$ cat config.mk
export PLATFORM = sky130hd
export DESIGN_NAME = sram_lane_ctrl
export DESIGN_NICKNAME = d
export VERILOG_FILES = /design/src/rtl/sram_lane_pkg.sv /design/src/rtl/sram_phase_timer.sv /design/src/rtl/sram_seq_fsm.sv /design/src/rtl/sram_rd_capture.sv /design/src/rtl/sram_lane_ctrl.sv
export SDC_FILE = /design/constraint.sdc
export NUM_CORES = 1
export LEC_CHECK = 0
export ABC_AREA = 0
export BUFFER_PORTS_ARGS = -buffer_cell sky130_fd_sc_hd__buf_2
export CAP_MARGIN = 20
export CORE_UTILIZATION = 40
export CTS_BUF_LIST = sky130_fd_sc_hd__clkbuf_2 sky130_fd_sc_hd__clkbuf_4 sky130_fd_sc_hd__clkbuf_8
export DETAILED_ROUTE_END_ITERATION = 10
export GPL_ROUTABILITY_DRIVEN = 0
export PLACE_DENSITY = 0.74
export SLEW_MARGIN = 25
export SYNTH_ARGS = -nofsm -noshare
export SYNTH_HDL_FRONTEND = slang
export SYNTH_SLANG_ARGS = --single-unit
export TNS_END_PERCENT = 30
$ cat constraint.sdc
create_clock -name clk -period 5.25 [get_ports clk]
set_clock_uncertainty 0.15 [all_clocks]
set_input_delay 0.2625 -clock clk [delete_from_list [all_inputs] [get_ports clk]]
set_output_delay 0.2625 -clock clk [all_outputs]
set_load 0.05 [all_outputs]
$ cat src/rtl/sram_lane_pkg.sv
// Package: shared state encoding, strobe bundle and helpers for the
// static-RAM lane controller. Assumes a single clock domain.
package sram_lane_pkg;

    typedef enum logic [2:0] {
        ST_IDLE = 3'd0,
        ST_TURN = 3'd1,
        ST_RD   = 3'd2,
        ST_WSET = 3'd3,
        ST_WPUL = 3'd4,
        ST_WHLD = 3'd5,
        ST_WREC = 3'd6
    } seq_state_t;

    typedef struct packed {
        logic cs_n;
        logic oe_n;
        logic we_n;
        logic dq_oe;
    } strobe_t;

    localparam strobe_t STROBE_QUIET = '{cs_n: 1'b1, oe_n: 1'b1, we_n: 1'b1, dq_oe: 1'b0};

    // Larger of two counts.
    function automatic int unsigned max_u(input int unsigned a, input int unsigned b);
        return (a > b) ? a : b;
    endfunction

    // Memory-side strobe levels that belong to a sequencer state.
    function automatic strobe_t strobes_of(input seq_state_t st, input logic oe_in_write);
        strobe_t s;
        s = STROBE_QUIET;
        case (st)
            ST_RD: begin
                s.cs_n = 1'b0;
                s.oe_n = 1'b0;
            end
            ST_WSET: begin
                s.cs_n = 1'b0;
                s.oe_n = ~oe_in_write;
            end
            ST_WPUL: begin
                s.cs_n  = 1'b0;
                s.oe_n  = ~oe_in_write;
                s.we_n  = 1'b0;
                s.dq_oe = 1'b1;
            end
            ST_WHLD: begin
                s.cs_n  = 1'b0;
                s.dq_oe = 1'b1;
            end
            default: s = STROBE_QUIET;
        endcase
        return s;
    endfunction

endpackage

$ cat src/rtl/sram_phase_timer.sv
// Phase timer: counts clock cycles spent in the current sequencer phase.
// Assumes restart is raised on the edge that enters a new phase; the
// count wraps harmlessly while idle.
module sram_phase_timer #(
    parameter int CNT_W = 4
) (
    input  logic             clk,
    input  logic             rst_n,
    input  logic             restart,
    output logic [CNT_W-1:0] cnt
);

    // Clear on phase entry, otherwise advance by one.
    always_ff @(posedge clk) begin
        if (!rst_n)       cnt <= '0;
        else if (restart) cnt <= '0;
        else              cnt <= cnt + CNT_W'(1);
    end

endmodule

$ cat src/rtl/sram_seq_fsm.sv
// Access sequencer: walks read, write and turnaround phases with lengths
// given by parameters (each at least 1). Assumes fire is only raised in
// ST_IDLE. Issues the read sample strobe at the end of the access count.
module sram_seq_fsm
    import sram_lane_pkg::*;
#(
    parameter int CNT_W = 4,
    parameter int T_RC  = 3,
    parameter int T_AA  = 3,
    parameter int T_AS  = 1,
    parameter int PW    = 2,
    parameter int T_DH  = 1,
    parameter int T_WR  = 1
) (
    input  logic             clk,
    input  logic             rst_n,
    input  logic             fire,
    input  logic             req_wr,
    input  logic [CNT_W-1:0] cnt,
    output seq_state_t       st_q,
    output seq_state_t       st_d,
    output logic             sample
);

    logic             op_wr_q;
    logic             last_wr_q;
    logic             used_q;
    logic [CNT_W-1:0] lim_m1;
    logic             phase_end;

    // Final count value of the current phase.
    always_comb begin
        case (st_q)
            ST_RD:   lim_m1 = CNT_W'(T_RC - 1);
            ST_WSET: lim_m1 = CNT_W'(T_AS - 1);
            ST_WPUL: lim_m1 = CNT_W'(PW - 1);
            ST_WHLD: lim_m1 = CNT_W'(T_DH - 1);
            ST_WREC: lim_m1 = CNT_W'(T_WR - 1);
            default: lim_m1 = '0;
        endcase
    end

    assign phase_end = (cnt == lim_m1);
    assign sample    = (st_q == ST_RD) && (cnt == CNT_W'(T_AA - 1));

    // Next-phase selection.
    always_comb begin
        st_d = st_q;
        case (st_q)
            ST_IDLE: if (fire) begin
                if (used_q && (req_wr != last_wr_q)) st_d = ST_TURN;
                else                                 st_d = req_wr ? ST_WSET : ST_RD;
            end
            ST_TURN: st_d = op_wr_q ? ST_WSET : ST_RD;
            ST_RD:   if (phase_end) st_d = ST_IDLE;
            ST_WSET: if (phase_end) st_d = ST_WPUL;
            ST_WPUL: if (phase_end) st_d = ST_WHLD;
            ST_WHLD: if (phase_end) st_d = ST_WREC;
            ST_WREC: if (phase_end) st_d = ST_IDLE;
            default: st_d = ST_IDLE;
        endcase
    end

    // Phase register and direction history.
    always_ff @(posedge clk) begin
        if (!rst_n) begin
            st_q      <= ST_IDLE;
            op_wr_q   <= 1'b0;
            last_wr_q <= 1'b0;
            used_q    <= 1'b0;
        end else begin
            st_q <= st_d;
            if (fire) begin
                op_wr_q   <= req_wr;
                last_wr_q <= req_wr;
                used_q    <= 1'b1;
            end
        end
    end

endmodule

$ cat src/rtl/sram_rd_capture.sv
// Read capture: registers each byte lane of the returned bus on the
// sample strobe, zeroing lanes that were not enabled, and pulses valid
// for one clock. Assumes lane_en is stable on the sample edge.
module sram_rd_capture #(
    parameter int LANES  = 2,
    parameter int LANE_W = 8,
    localparam int DATA_W = LANES * LANE_W
) (
    input  logic              clk,
    input  logic              rst_n,
    input  logic              sample,
    input  logic [LANES-1:0]  lane_en,
    input  logic [DATA_W-1:0] dq_in,
    output logic [DATA_W-1:0] rdata,
    output logic              rvalid
);

    for (genvar g = 0; g < LANES; g++) begin : g_lane
        logic [LANE_W-1:0] lane_q;

        // Capture one byte lane or clear it when not selected.
        always_ff @(posedge clk) begin
            if (!rst_n)      lane_q <= '0;
            else if (sample) lane_q <= lane_en[g] ? dq_in[g*LANE_W +: LANE_W] : '0;
        end

        assign rdata[g*LANE_W +: LANE_W] = lane_q;
    end

    // One-clock valid after each sample.
    always_ff @(posedge clk) begin
        if (!rst_n) rvalid <= 1'b0;
        else        rvalid <= sample;
    end

endmodule

$ cat src/rtl/sram_lane_ctrl.sv
// Top: byte-lane controller for an asynchronous static RAM. Accepts one
// request at a time, holds address and data for the whole access, and
// drives registered strobes decoded from the next sequencer phase.
// Assumes all T_* counts are at least 1 and T_AA <= T_RC.
module sram_lane_ctrl
    import sram_lane_pkg::*;
#(
    parameter int ADDR_W    = 16,
    parameter int LANES     = 2,
    parameter int LANE_W    = 8,
    parameter int T_RC      = 3,
    parameter int T_AA      = 3,
    parameter int T_AS      = 1,
    parameter int T_WP      = 2,
    parameter int T_DW      = 1,
    parameter int T_WHZ     = 1,
    parameter int T_DH      = 1,
    parameter int T_WR      = 1,
    parameter bit OE_LOW_WR = 1'b0
) (
    input  logic                       clk,
    input  logic                       rst_n,
    input  logic                       req_valid,
    output logic                       req_ready,
    input  logic                       req_wr,
    input  logic [ADDR_W-1:0]          req_addr,
    input  logic [LANES*LANE_W-1:0]    req_wdata,
    input  logic [LANES-1:0]           req_mask,
    output logic                       rsp_valid,
    output logic [LANES*LANE_W-1:0]    rsp_rdata,
    output logic                       sram_cs_n,
    output logic                       sram_oe_n,
    output logic                       sram_we_n,
    output logic [LANES-1:0]           sram_be_n,
    output logic [ADDR_W-1:0]          sram_addr,
    output logic [LANES*LANE_W-1:0]    sram_dq_out,
    input  logic [LANES*LANE_W-1:0]    sram_dq_in,
    output logic                       sram_dq_oe
);

    localparam int DATA_W = LANES * LANE_W;
    localparam int PW     = OE_LOW_WR ? int'(max_u(T_WP, T_WHZ + T_DW))
                                      : int'(max_u(T_WP, T_DW));
    localparam int MAXC   = int'(max_u(max_u(max_u(T_RC, T_AS), max_u(PW, T_DH)), T_WR));
    localparam int CNT_W  = $clog2(MAXC + 1) + 1;

    seq_state_t        st_q;
    seq_state_t        st_d;
    logic [CNT_W-1:0]  cnt;
    logic              sample;
    logic              fire;
    logic [ADDR_W-1:0] addr_q;
    logic [DATA_W-1:0] wdata_q;
    logic [LANES-1:0]  mask_q;
    logic [LANES-1:0]  mask_d;
    strobe_t           str_d;
    strobe_t           str_q;
    logic [LANES-1:0]  be_q;

    assign req_ready = (st_q == ST_IDLE);
    assign fire      = req_valid && req_ready;
    assign mask_d    = fire ? req_mask : mask_q;
    assign str_d     = strobes_of(st_d, OE_LOW_WR);

    sram_phase_timer #(.CNT_W(CNT_W)) timer_i (
        .clk     (clk),
        .rst_n   (rst_n),
        .restart (st_d != st_q),
        .cnt     (cnt)
    );

    sram_seq_fsm #(
        .CNT_W (CNT_W),
        .T_RC  (T_RC),
        .T_AA  (T_AA),
        .T_AS  (T_AS),
        .PW    (PW),
        .T_DH  (T_DH),
        .T_WR  (T_WR)
    ) seq_i (
        .clk    (clk),
        .rst_n  (rst_n),
        .fire   (fire),
        .req_wr (req_wr),
        .cnt    (cnt),
        .st_q   (st_q),
        .st_d   (st_d),
        .sample (sample)
    );

    sram_rd_capture #(.LANES(LANES), .LANE_W(LANE_W)) cap_i (
        .clk     (clk),
        .rst_n   (rst_n),
        .sample  (sample),
        .lane_en (~sram_be_n),
        .dq_in   (sram_dq_in),
        .rdata   (rsp_rdata),
        .rvalid  (rsp_valid)
    );

    // Hold the accepted request for the whole access.
    always_ff @(posedge clk) begin
        if (!rst_n) begin
            addr_q  <= '0;
            wdata_q <= '0;
            mask_q  <= '0;
        end else if (fire) begin
            addr_q  <= req_addr;
            wdata_q <= req_wdata;
            mask_q  <= req_mask;
        end
    end

    // Register the strobes of the phase being entered.
    always_ff @(posedge clk) begin
        if (!rst_n) begin
            str_q <= STROBE_QUIET;
            be_q  <= '1;
        end else begin
            str_q <= str_d;
            be_q  <= str_d.cs_n ? '1 : ~mask_d;
        end
    end

    assign sram_cs_n   = str_q.cs_n;
    assign sram_oe_n   = str_q.oe_n;
    assign sram_we_n   = str_q.we_n;
    assign sram_dq_oe  = str_q.dq_oe;
    assign sram_be_n   = be_q;
    assign sram_addr   = addr_q;
    assign sram_dq_out = wdata_q;

endmodule

==> results.md, run 1 <==
* Outcome: finished clean
* Die Height at approximately 80 um
* Critical path class: flip-flop to flip-flop
* Max Clock Freq at roughly 450 MHz
* Post-Syn Nets at around 330
* Hold Vio Cnt, Final at 0
* Sequential power share at 45.3%
* Largest net degree at the start of global routing at 40
* # Post-CTS Setup Buffers at 0
* Relative slew slack at roughly half
* Max-slew violations at 0
* DRT iter0 DRCs at 97
* Crit Path Max Fanout at 35
* Total congestion overflow at 0
* CTS Hold Bufs at 16
* CTS tree: yes
* Antenna violations before repair at 0
* Total inserted antenna cells at 0
* CP Launch Type: flip-flop
* Vias in the first global route at ~2,100
* Share of cells above drive strength 1 at roughly a third
* Worst Hold Slack at 0.0198 ns
* Total of max-cap violations at 0
* Mean post-synth cell area at between 8 and 9 um^2
* Cells after synthesis at 275
* Int Pwr at 0.000826 W
* Placement row count at 28
* Final WS setup at a little over 3 ns
* CTS sink cnt at 65
* Tightest Pin Transition at around 0.77 ns
* Crit path DAT at roughly 2.3 ns
* Final core utilization at between 50% and 60%
* Seq/Total Area, Yosys at between 50% and 60%
* # fillers at between 500 and 600
* Lkg Pwr at roughly 1.6 nW
* CORE AREA at 5920 um^2
* Final Setup Violations at 0
* IO Port Bufs at roughly 110
* Share of power burned in the clock network at between 30% and 40%
* DR DRC count at 0
* WL final at just under 6000 um
* Width of the die at between 80 and 90 um
* Setup WS pre-CTS at about 3.1 ns
* Combinational share of power at a little under a quarter
* Minimum clock period at between 2 and 2.5 ns
* Worst hold path class: primary input to flip-flop
* Vias at about 2,300
* Detailed Routing Iterations Pass 1 at 4
* First-pass GRT wire length at 8970 um
* Resized Gates After CTS at 0
* Clk slew on worst S/H paths at roughly 0.07 ns
* Switching share of power at ~32%
* CTS Root Cell: clkbuf_8
* Area grow syn2layout at 36.9%
* Setup TNS at 0 ns
* CP endpoint kind: flip-flop
* Tot GR Track Use at approximately 18%
* Yosys cell types at 39
* Data required, critical path at 5.31 ns
* Pwr Density at 363 nW/um^2
* WL per Instance at ~12 um
* Vias/cell at between 4 and 5
* RSZ-0062 raised after global routing: no
* Layout Nets at 450
* Detailed-placement wirelength estimate at between 3000 and 4000 um
* Post-route ant nets at 0
* Ports at 110
* Die Footprint at 6460 um^2
* NetSw at just under 0.0004 W
* Final period utilization at a little over two fifths
* CTS Buf Count at 9
* Synth Register Bits at between 60 and 70
* Initial core utilization at between 40% and 50%
* Mapped Area at between 2000 and 2500 um^2
* Yosys warnings at 0
* Longest Clk Path Bufs at 2
* Worst ir drop on vdd at about 0.2 mV
* Clock latency on the worst-skew pair at roughly 0.32 ns
* Number of H-tree levels at 3
## metrics by stage
step / cell area [um^2] / cells / total power (W)
final: 3360 / 474 / 0.00122
after global routing: 3360 / 474 / 0.00128
after CTS: 3360 / 474 / 0.00123
after detailed placement: 3020 / 442 / 0.000832
after global placement: 3010 / 442 / 0.000827
after floorplan: 2460 / 275 / 0.000770
## synthesized netlist by cell type, drive strengths merged
library cell / number / area, um^2
a21oi: 39 / 203
a221oi: 1 / 8.76
a22o: 16 / 140
a311o: 1 / 11.3
a31oi: 1 / 6.26
and2: 1 / 6.26
and3: 1 / 6.26
buf: 6 / 51.3
clkbuf: 13 / 48.8
dfxtp: 65 / 1300
ha: 2 / 25.0
inv: 7 / 26.3
mux2: 2 / 22.5
mux2i: 3 / 30.0
nand2: 71 / 267
nand2b: 2 / 12.5
nand3: 3 / 15.0
nand3b: 1 / 7.51
nand4: 2 / 12.5
nor2: 13 / 48.8
nor2b: 2 / 12.5
nor3: 6 / 30.0
nor3b: 1 / 12.5
nor4b: 3 / 41.3
o2111a: 1 / 11.3
o2111ai: 1 / 8.76
o21ai: 3 / 15.0
o31a: 1 / 8.76
o31ai: 1 / 12.5
or3: 1 / 6.26
or3b: 1 / 8.76
or4b: 1 / 13.8
xnor2: 1 / 8.76
xor2: 2 / 17.5
## final cells by class
| cell class | count | area [um^2] | share of cell area (%) |
|---|---|---|---|
| flip-flops and latches | 65 | 1300 | 38.7 |
| multi-input cells | 184 | 1040 | 30.8 |
| repair buffers | 127 | 721 | 21.4 |
| clock buffers | 14 | 174 | 5.17 |
| well taps | 75 | 93.8 | 2.79 |
| inverters | 7 | 26.3 | 0.781 |
| clock inverters | 2 | 12.5 | 0.372 |
## final timing paths
path	end	depth (start not counted)	from	slack (ns)
hold / removal	sram_dq_out[7]	3	req_wdata[7]	0.02
hold reg to reg	sram_dq_out[0]	2	sram_dq_out[0]	0.30
setup / recovery	sram_we_n	4	seq_i.st_q[2]	3.05
setup reg to reg	sram_we_n	4	seq_i.st_q[2]	3.05
## flip-flops by register name, summed over array words and instances (netlist names)
signal	cells
cap_i.rvalid	1
timer_i.cnt	3
sram_cs_n	1
sram_we_n	1
seq_i.st_q	3
seq_i.used_q	1
sram_dq_oe	1
sram_be_n	2
sram_oe_n	1
cap_i.g_lane.lane_q	16
sram_addr	16
seq_i.last_wr_q	1
sram_dq_out	16
mask_q	2
## logic make-up after synthesis
group / share of synthesized area, %
and+or+nand+nor: 20.4
AOI/OAI and AO/OA: 17.3
DFF: 53.0
buffers and inverters: 5.14
muxes: 2.14
xor gates and xnor gates: 1.07
adders and majority gates: 1.02
## critical path, cell delays in order (launching register included)
cell	delay [ns]
dfxtp_1	0.74
or4b_4	0.51
a21oi_2	0.05
a311o_2	0.45
nand3b_1	0.18
## cells in the final DEF (no fill, tap or decap), types with 3 or more instances in the layout
master and instances:
a21oi_1 37, a22o_1 16, buf_2 109, clkbuf_4 3, clkbuf_8 11, dfxtp_1 65, dlygate4sd3_1 16, inv_1 7
mux2i_1 3, nand2_1 71, nand3_1 3, nor2_1 13, nor3_1 6
## power by group through the flow
stage                     Sequential (W)  Clock [W]  Combinational (W)
after global placement          0.000563          0           0.000264
final                           0.000553   0.000391           0.000276
after CTS                       0.000553   0.000404           0.000278
after global routing            0.000558   0.000424           0.000298
after detailed placement        0.000564          0           0.000268
after floorplan                 0.000650          0           0.000121
## routing by layer
| metal | GRT usage [%] | wire, um | vias up |
|---|---|---|---|
| met2 | 29.6 | 2650 | 93 |
| li1 | - | - | 1168 |
| met5 | 0 | 0 | - |
| met3 | 6.02 | 520 | 4 |
| met4 | 7.50 | 24 | 0 |
| met1 | 20.7 | 2590 | 1049 |
Power figures use the tool's default switching activity.
==> run 2: changes to the inputs <==
- PLACE_DENSITY: 0.74 -> 0.76
- clock period: 5.25 -> 1.82 ns (I/O delays scaled with it)
==> run 2 against run 1 <==
  * Critical path type unchanged
  * First-iteration DRC count is 13% higher
  * Count of clock-buffer cells in the layout is 1 lower
  * Maximum frequency is 24% higher
  * Worst hold slack better by 0.16 ns
  * Clock power grew to 2.9 times the previous value
  * Wire length is 14% higher
  * Non-clock buffer count is 47 higher
  * Sequential share of layout area is 4.6 points lower
  * Power grew to 3.0 times the previous value
  * Final cell count is 9.7% higher
  * Register-to-register slack worse by 3.0 ns
==> results.md, run 2 (synthesis results as in run 1) <==
* Outcome: finished clean
* Cells along the critical path: buf_4 > ha_1 > nand4_1 > nor2_1 > a22o_1
* Commonest non-fill, non-tap cell in the layout: buf_2
* Area of the multi-input gates at 1040 um^2 (+0.36%)
* Initial core utilization at 41.5% (unchanged)
* Cells on worst reg2reg path at 5 (+1)
* Width of the die at 80.4 um (unchanged)
* Placement row count at 28 (unchanged)
* DP Area at 3110 um^2 (+3.1%)
* NetSw at 0.00115 W (+190%)
* Post-route ant nets at 0 (unchanged)
* Grt peak-use layer: met2
* Worst hold path class: primary input to flip-flop
* CP Launch Type: flip-flop
* Share of power burned in the clock network at 30.8% (-1.2 points)
* # Post-CTS Setup Buffers at 0 (unchanged)
* Layout Nets at 497 (+10%)
* WL per Instance at 12.7 um (+3.7%)
* Count of buffer and inverter cells on the critical path at 1 (+1)
* Number of H-tree levels at 3 (unchanged)
* R2R Setup Slk at 0.05 ns (-3.00 ns)
* CTS sink cnt at 65 (unchanged)
* Met2 global-route usage at 35.8% (+6.3 points)
* Reg-to-Reg End: cap_i.g_lane[1].lane_q[4]
* Die Height at 80.4 um (unchanged)
* Pwr Density at 946 nW/um^2 (+160%)
* # fillers at 478 (-10%)
* Slowest-stage cell, CP: nor2_1
* Detailed Routing Iterations Pass 1 at 5 (+1)
* Die Footprint at 6460 um^2 (unchanged)
* Worst Hold Slack at 0.179 ns (+0.160 ns)
* Max-slew violations at 0 (unchanged)
* Lkg Pwr at 1.79 nW (+13%)
* WP depth at 5 (+1)
* Clk slew on worst S/H paths at 0.06 ns (about the same)
* Design Area, Final at 3820 um^2 (+14%)
* Vias in the first global route at 2,240 (+6.8%)
* Worst ir drop on vdd at 0.600 mV (+190%)
* Crit Path Max Fanout at 8 (-77%)
* Detailed-placement wirelength estimate at 3940 um (+4.7%)
* Tot GR Track Use at 20.9% (+3.1 points)
* Int Pwr at 0.00247 W (+200%)
* Switching share of power at 31.9% (-0.45 points)
* Total congestion overflow at 0 (unchanged)
* CP endpoint kind: flip-flop
* Area grow syn2layout at 55.7%
* CP startpoint: timer_i.cnt[1]
* Largest net degree at the start of global routing at 22 (-45%)
* Data required, critical path at 1.95 ns (-3.36 ns)
* Crit path DAT at 1.90 ns (-0.35 ns)
* Combinational share of power at 25.3% (+2.6 points)
* Vias/cell at 4.85 (-0.61%)
* CTS tree: yes
* Total inserted antenna cells at 0 (unchanged)
* Seq. cell area at 1300 um^2 (+0.19%)
* Final period utilization at 97.4% (+56 points)
* WL final at 6580 um (+14%)
* Worst path top cell family by delay: simple AND/OR/NAND/NOR gates
* DR DRC count at 0 (unchanged)
* Final WS setup at 0.0465 ns (-3.00 ns)
* Setup WS pre-CTS at 0.0415 ns (-3.04 ns)
* Minimum clock period at 1.77 ns (-0.425 ns)
* Antenna violations before repair at 0 (unchanged)
* IO Port Bufs at 109 (unchanged)
* Global-route met1 utilization at 23.7% (+3.0 points)
* Largest stage delay on the critical path at 0.45 ns (-0.29 ns)
* Hold Vio Cnt, Final at 0 (unchanged)
* Critical path class: flip-flop to flip-flop
* Sequential power share at 43.9% (-1.4 points)
* Setup TNS at 0 ns (unchanged)
* CTS Root Cell: clkbuf_8
* Vias at 2,523 (+9.0%)
* Relative slew slack at 64.8% (+16 points)
* Met3 usage in global routing at 7.16% (+1.1 points)
* Ports at 110 (unchanged)
* Clock latency on the worst-skew pair at 0.34 ns (+0.02 ns)
* Max Clock Freq at 564 MHz (+24%)
* RSZ-0062 raised after global routing: yes
* First-pass GRT wire length at 10,200 um (+14%)
* Most frequent cells in the layout: 109 x buf_2, 71 x nand2_1, 63 x dfxtp_1
* Worst Setup EP: cap_i.g_lane[1].lane_q[4]
* Share of cells above drive strength 1 at 33.9% (-0.65 points)
* Tightest Pin Transition at 0.526 ns (-0.242 ns)
* Worst r2r src: timer_i.cnt[1]
* CORE AREA at 5920 um^2 (unchanged)
* Total of max-cap violations at 0 (unchanged)
* DRT iter0 DRCs at 110 (+13%)
* CTS Buf Count at 9 (unchanged)
* Final Setup Violations at 0 (unchanged)
* Longest Clk Path Bufs at 2 (unchanged)
* Final core utilization at 64.6% (+7.8 points)
[run 2: changes by cell type in the layout (fill, tap and decap cells not counted), sizes merged]
cell and change:
buf +11, clkbuf -1, dlygate4sd3 +36
[run 2: what timing repair did]
action,4_1_cts,5_1_grt
setup endpoints to repair,0,21
hold buffers,52,0
endpoints found under the hold margin,54,0
resized for setup,0,3
[run 2: area by class of cell]
| class | instances | share of cell area, % |
|---|---|---|
| clock buffer | 13 | 4.51 |
| timing repair buffer | 174 | 30.7 |
| clock inverter | 2 | 0.327 |
| sequential | 65 | 34.1 |
| inverter | 7 | 0.687 |
| multi-input combinational | 184 | 27.2 |
| tap | 75 | 2.45 |
[run 2: how the worst min path moves through the flow]
stage	startpoint	to	slack, ns	depth (start not counted)
finish	req_valid	mask_q[1]	0.18	4
CTS	req_valid	mask_q[1]	0.16	4
global route	req_valid	mask_q[1]	0.19	4
detailed placement	sram_dq_in[12]	cap_i.g_lane[1].lane_q[4]	0.16	2
floorplan	sram_dq_in[0]	cap_i.g_lane[0].lane_q[0]	0.07	1
global placement	sram_dq_in[2]	cap_i.g_lane[0].lane_q[2]	0.15	2
[run 2: power groups by stage]
stage	Sequential (W)	Clock [W]	Combinational (W)
after floorplan	0.00187	0	0.000350
after global placement	0.00161	0	0.000810
after detailed placement	0.00162	0	0.000820
after CTS	0.00159	0.00115	0.000908
after global routing	0.00160	0.00121	0.000983
final	0.00159	0.00112	0.000915
[run 2: per-stage QoR]
step | power, W | std cells
5_1_grt | 0.00380 | 520
2_1_floorplan | 0.00222 | 275
3_3_place_gp | 0.00242 | 453
3_5_place_dp | 0.00244 | 453
6_report | 0.00362 | 520
4_1_cts | 0.00365 | 520
[run 2: layer usage]
layer  up-vias  wire (um)  share of wire, %
met2       103       3300                50
met5         -          0                 0
li1       1265          -                 -
met4         0         99               1.5
met1      1141       2690                41
met3        14        494               7.5
[run 2: worst min-delay path, stage by stage]
cell and delay (ns):
buf_2 0.11, nor4b_4 0.14, mux2_2 0.25, inv_1 0.04
==> run 3: changes to the inputs <==
- CORE_MARGIN: default -> 5
- CTS_BUF_LIST: sky130_fd_sc_hd__clkbuf_2 sky130_fd_sc_hd__clkbuf_4 sky130_fd_sc_hd__clkbuf_8 -> sky130_fd_sc_hd__clkbuf_8 sky130_fd_sc_hd__clkbuf_16
==> run 3 against run 2 <==
  * The flow now finishes with violations (hold timing)
  * Via count fell by 1.8%
  * Critical path depth fell by 1
  * First-iteration DRC count rose by 8.2%
  * Sequential cell count did not move
  * Global-route usage fell by 2.4 points
  * Critical path type unchanged
==> results.md, run 3 (synthesis results as in run 1) <==
* Outcome: finished with violations
* Failing checks: hold timing
* Final core utilization at 64.0% (-0.59 points)
* Reg-to-Reg End: sram_cs_n
* CTS sink cnt at 65 (unchanged)
* Clock latency on the worst-skew pair at 0.33 ns (about the same)
* CP startpoint: seq_i.st_q[0]
* Post-route ant nets at 0 (unchanged)
* Total inserted antenna cells at 0 (unchanged)
* Detailed-placement wirelength estimate at 4420 um (+12%)
* Ports at 110 (unchanged)
* Clk slew on worst S/H paths at 0.06 ns (about the same)
* Largest net degree at the start of global routing at 21 (-4.5%)
* Max Clock Freq at 577 MHz (+2.3%)
* Antenna violations before repair at 0 (unchanged)
* Total of max-cap violations at 0 (unchanged)
* Commonest non-fill, non-tap cell in the layout: buf_2
* Data required, critical path at 1.92 ns (-0.03 ns)
* CTS Buf Count at 9 (unchanged)
* Critical path class: flip-flop to flip-flop
* CP endpoint kind: flip-flop
* Placement row count at 28 (unchanged)
* Worst path top cell family by delay: simple AND/OR/NAND/NOR gates
* Number of H-tree levels at 3 (unchanged)
* Die Height at 88.4 um (+10%)
* Worst Setup EP: sram_cs_n
* Vias/cell at 4.76 (-1.8%)
* Worst r2r src: seq_i.st_q[0]
* DR DRC count at 0 (unchanged)
* Initial core utilization at 41.3% (-0.24 points)
* Final WS setup at 0.0872 ns (+0.0406 ns)
* Lkg Pwr at 1.80 nW (+0.33%)
* Tightest Pin Transition at 0.325 ns (-0.201 ns)
* Final period utilization at 95.2% (-2.2 points)
* CTS Root Cell: clkbuf_8
* WL per Instance at 13.5 um (+7.1%)
* DRT iter0 DRCs at 119 (+8.2%)
* Vias in the first global route at 2,520 (+13%)
* Die Footprint at 7810 um^2 (+21%)
* CTS tree: yes
* Total congestion overflow at 0 (unchanged)
* Max-slew violations at 0 (unchanged)
* Crit Path Max Fanout at 9 (+1)
* Cells on worst reg2reg path at 4 (-1)
* Count of buffer and inverter cells on the critical path at 0 (-1)
* Cells along the critical path: or4b_4 > a21oi_2 > a311o_2 > mux2i_1
* Area grow syn2layout at 55.1%
* IO Port Bufs at 109 (unchanged)
* First-pass GRT wire length at 11,300 um (+11%)
* Worst hold path class: primary input to flip-flop
* Vias at 2,477 (-1.8%)
* Setup WS pre-CTS at 0.00139 ns (-0.0401 ns)
* Tot GR Track Use at 18.5% (-2.4 points)
* Setup TNS at 0 ns (unchanged)
* WP depth at 4 (-1)
* Pwr Density at 931 nW/um^2 (-1.7%)
* Longest Clk Path Bufs at 2 (unchanged)
* Largest stage delay on the critical path at 0.56 ns (+0.11 ns)
* Crit path DAT at 1.84 ns (-0.06 ns)
* CORE AREA at 5960 um^2 (+0.59%)
* Minimum clock period at 1.73 ns (-0.0406 ns)
* Detailed Routing Iterations Pass 1 at 4 (-1)
* Most frequent cells in the layout: 109 x buf_2, 71 x nand2_1, 62 x dfxtp_1
* Final Setup Violations at 0 (unchanged)
* Share of cells above drive strength 1 at 34.4% (+0.45 points)
* Worst ir drop on vdd at 0.642 mV (+7.0%)
* R2R Setup Slk at 0.09 ns (+0.04 ns)
* Slowest-stage cell, CP: or4b_4
* Width of the die at 88.4 um (+10%)
* WL final at 7050 um (+7.1%)
* CP Launch Type: flip-flop
* Worst Hold Slack at -0.00291 ns (-0.182 ns)
* Layout Nets at 498 (+0.20%)
* Relative slew slack at 78.2% (+13 points)
* RSZ-0062 raised after global routing: no
* Hold Vio Cnt, Final at 1 (+1)
[run 3: cell types whose count changed in the layout (fill, tap and decap cells not counted), sizes merged]
cell,before,now
buf,122,124
clkbuf,13,11
clkinv,1,2
dlygate4sd3,52,51
[run 3: how the worst min path moves through the flow]
stage,start,end,slack (ns),cells past startpoint
final,req_mask[0],mask_q[0],-0.003,4
after global routing,req_mask[0],mask_q[0],0.005,4
after CTS,req_mask[0],mask_q[0],0.003,4
after detailed placement,sram_dq_in[3],cap_i.g_lane[0].lane_q[3],0.15,2
after global placement,sram_dq_in[2],cap_i.g_lane[0].lane_q[2],0.15,2
after floorplan,sram_dq_in[0],cap_i.g_lane[0].lane_q[0],0.07,1
[run 3: area by class of cell]
type	instances	area, um^2
repair buffers	175	1170
inverters	7	26.3
well taps	75	93.8
clock inverters	3	17.5
clock buffers	11	151
fillers	493	2140
flip-flops and latches	65	1310
multi-input cells	184	1050
[run 3: repair_timing]
item / in CTS / in global routing
pin swaps: 0 / 2
endpoints found under the hold margin: 53 / 0
endpoints found under the setup margin: 2 / 4
resized for setup: 1 / 6
hold buffers: 51 / 0
buffers inserted: 0 / 1
[run 3: power by group]
group,internal (W),switching (W),total [W]
combinational,0.000329,0.000583,0.000912
clock,0.000548,0.000491,0.00104
sequential,0.00152,0.0000722,0.00160
[run 3: metrics by stage]
step	hold WS (ns)	area (um^2)	total power, W	cells
floorplan	0.0665	2460	0.00222	275
global placement	0.151	3110	0.00241	454
detailed placement	0.152	3110	0.00243	454
CTS	0.00327	3790	0.00357	519
global route	0.00513	3810	0.00373	520
finish	-0.00291	3810	0.00355	520
[run 3: worst register-to-register path: stages (launching register included)]
cell     delay (ns)
dfxtp_2        0.38
or4b_4         0.56
a21oi_2        0.13
a311o_2        0.22
mux2i_1        0.21
[run 3: layer usage]
layer / GRT usage, % / share of wire [%] / vias up
met5: 0 / 0 / -
met4: 8.52 / 2.0 / 0
met3: 5.49 / 8.6 / 14
met2: 31.9 / 49 / 90
met1: 21.1 / 40 / 1111
li1: - / - / 1262
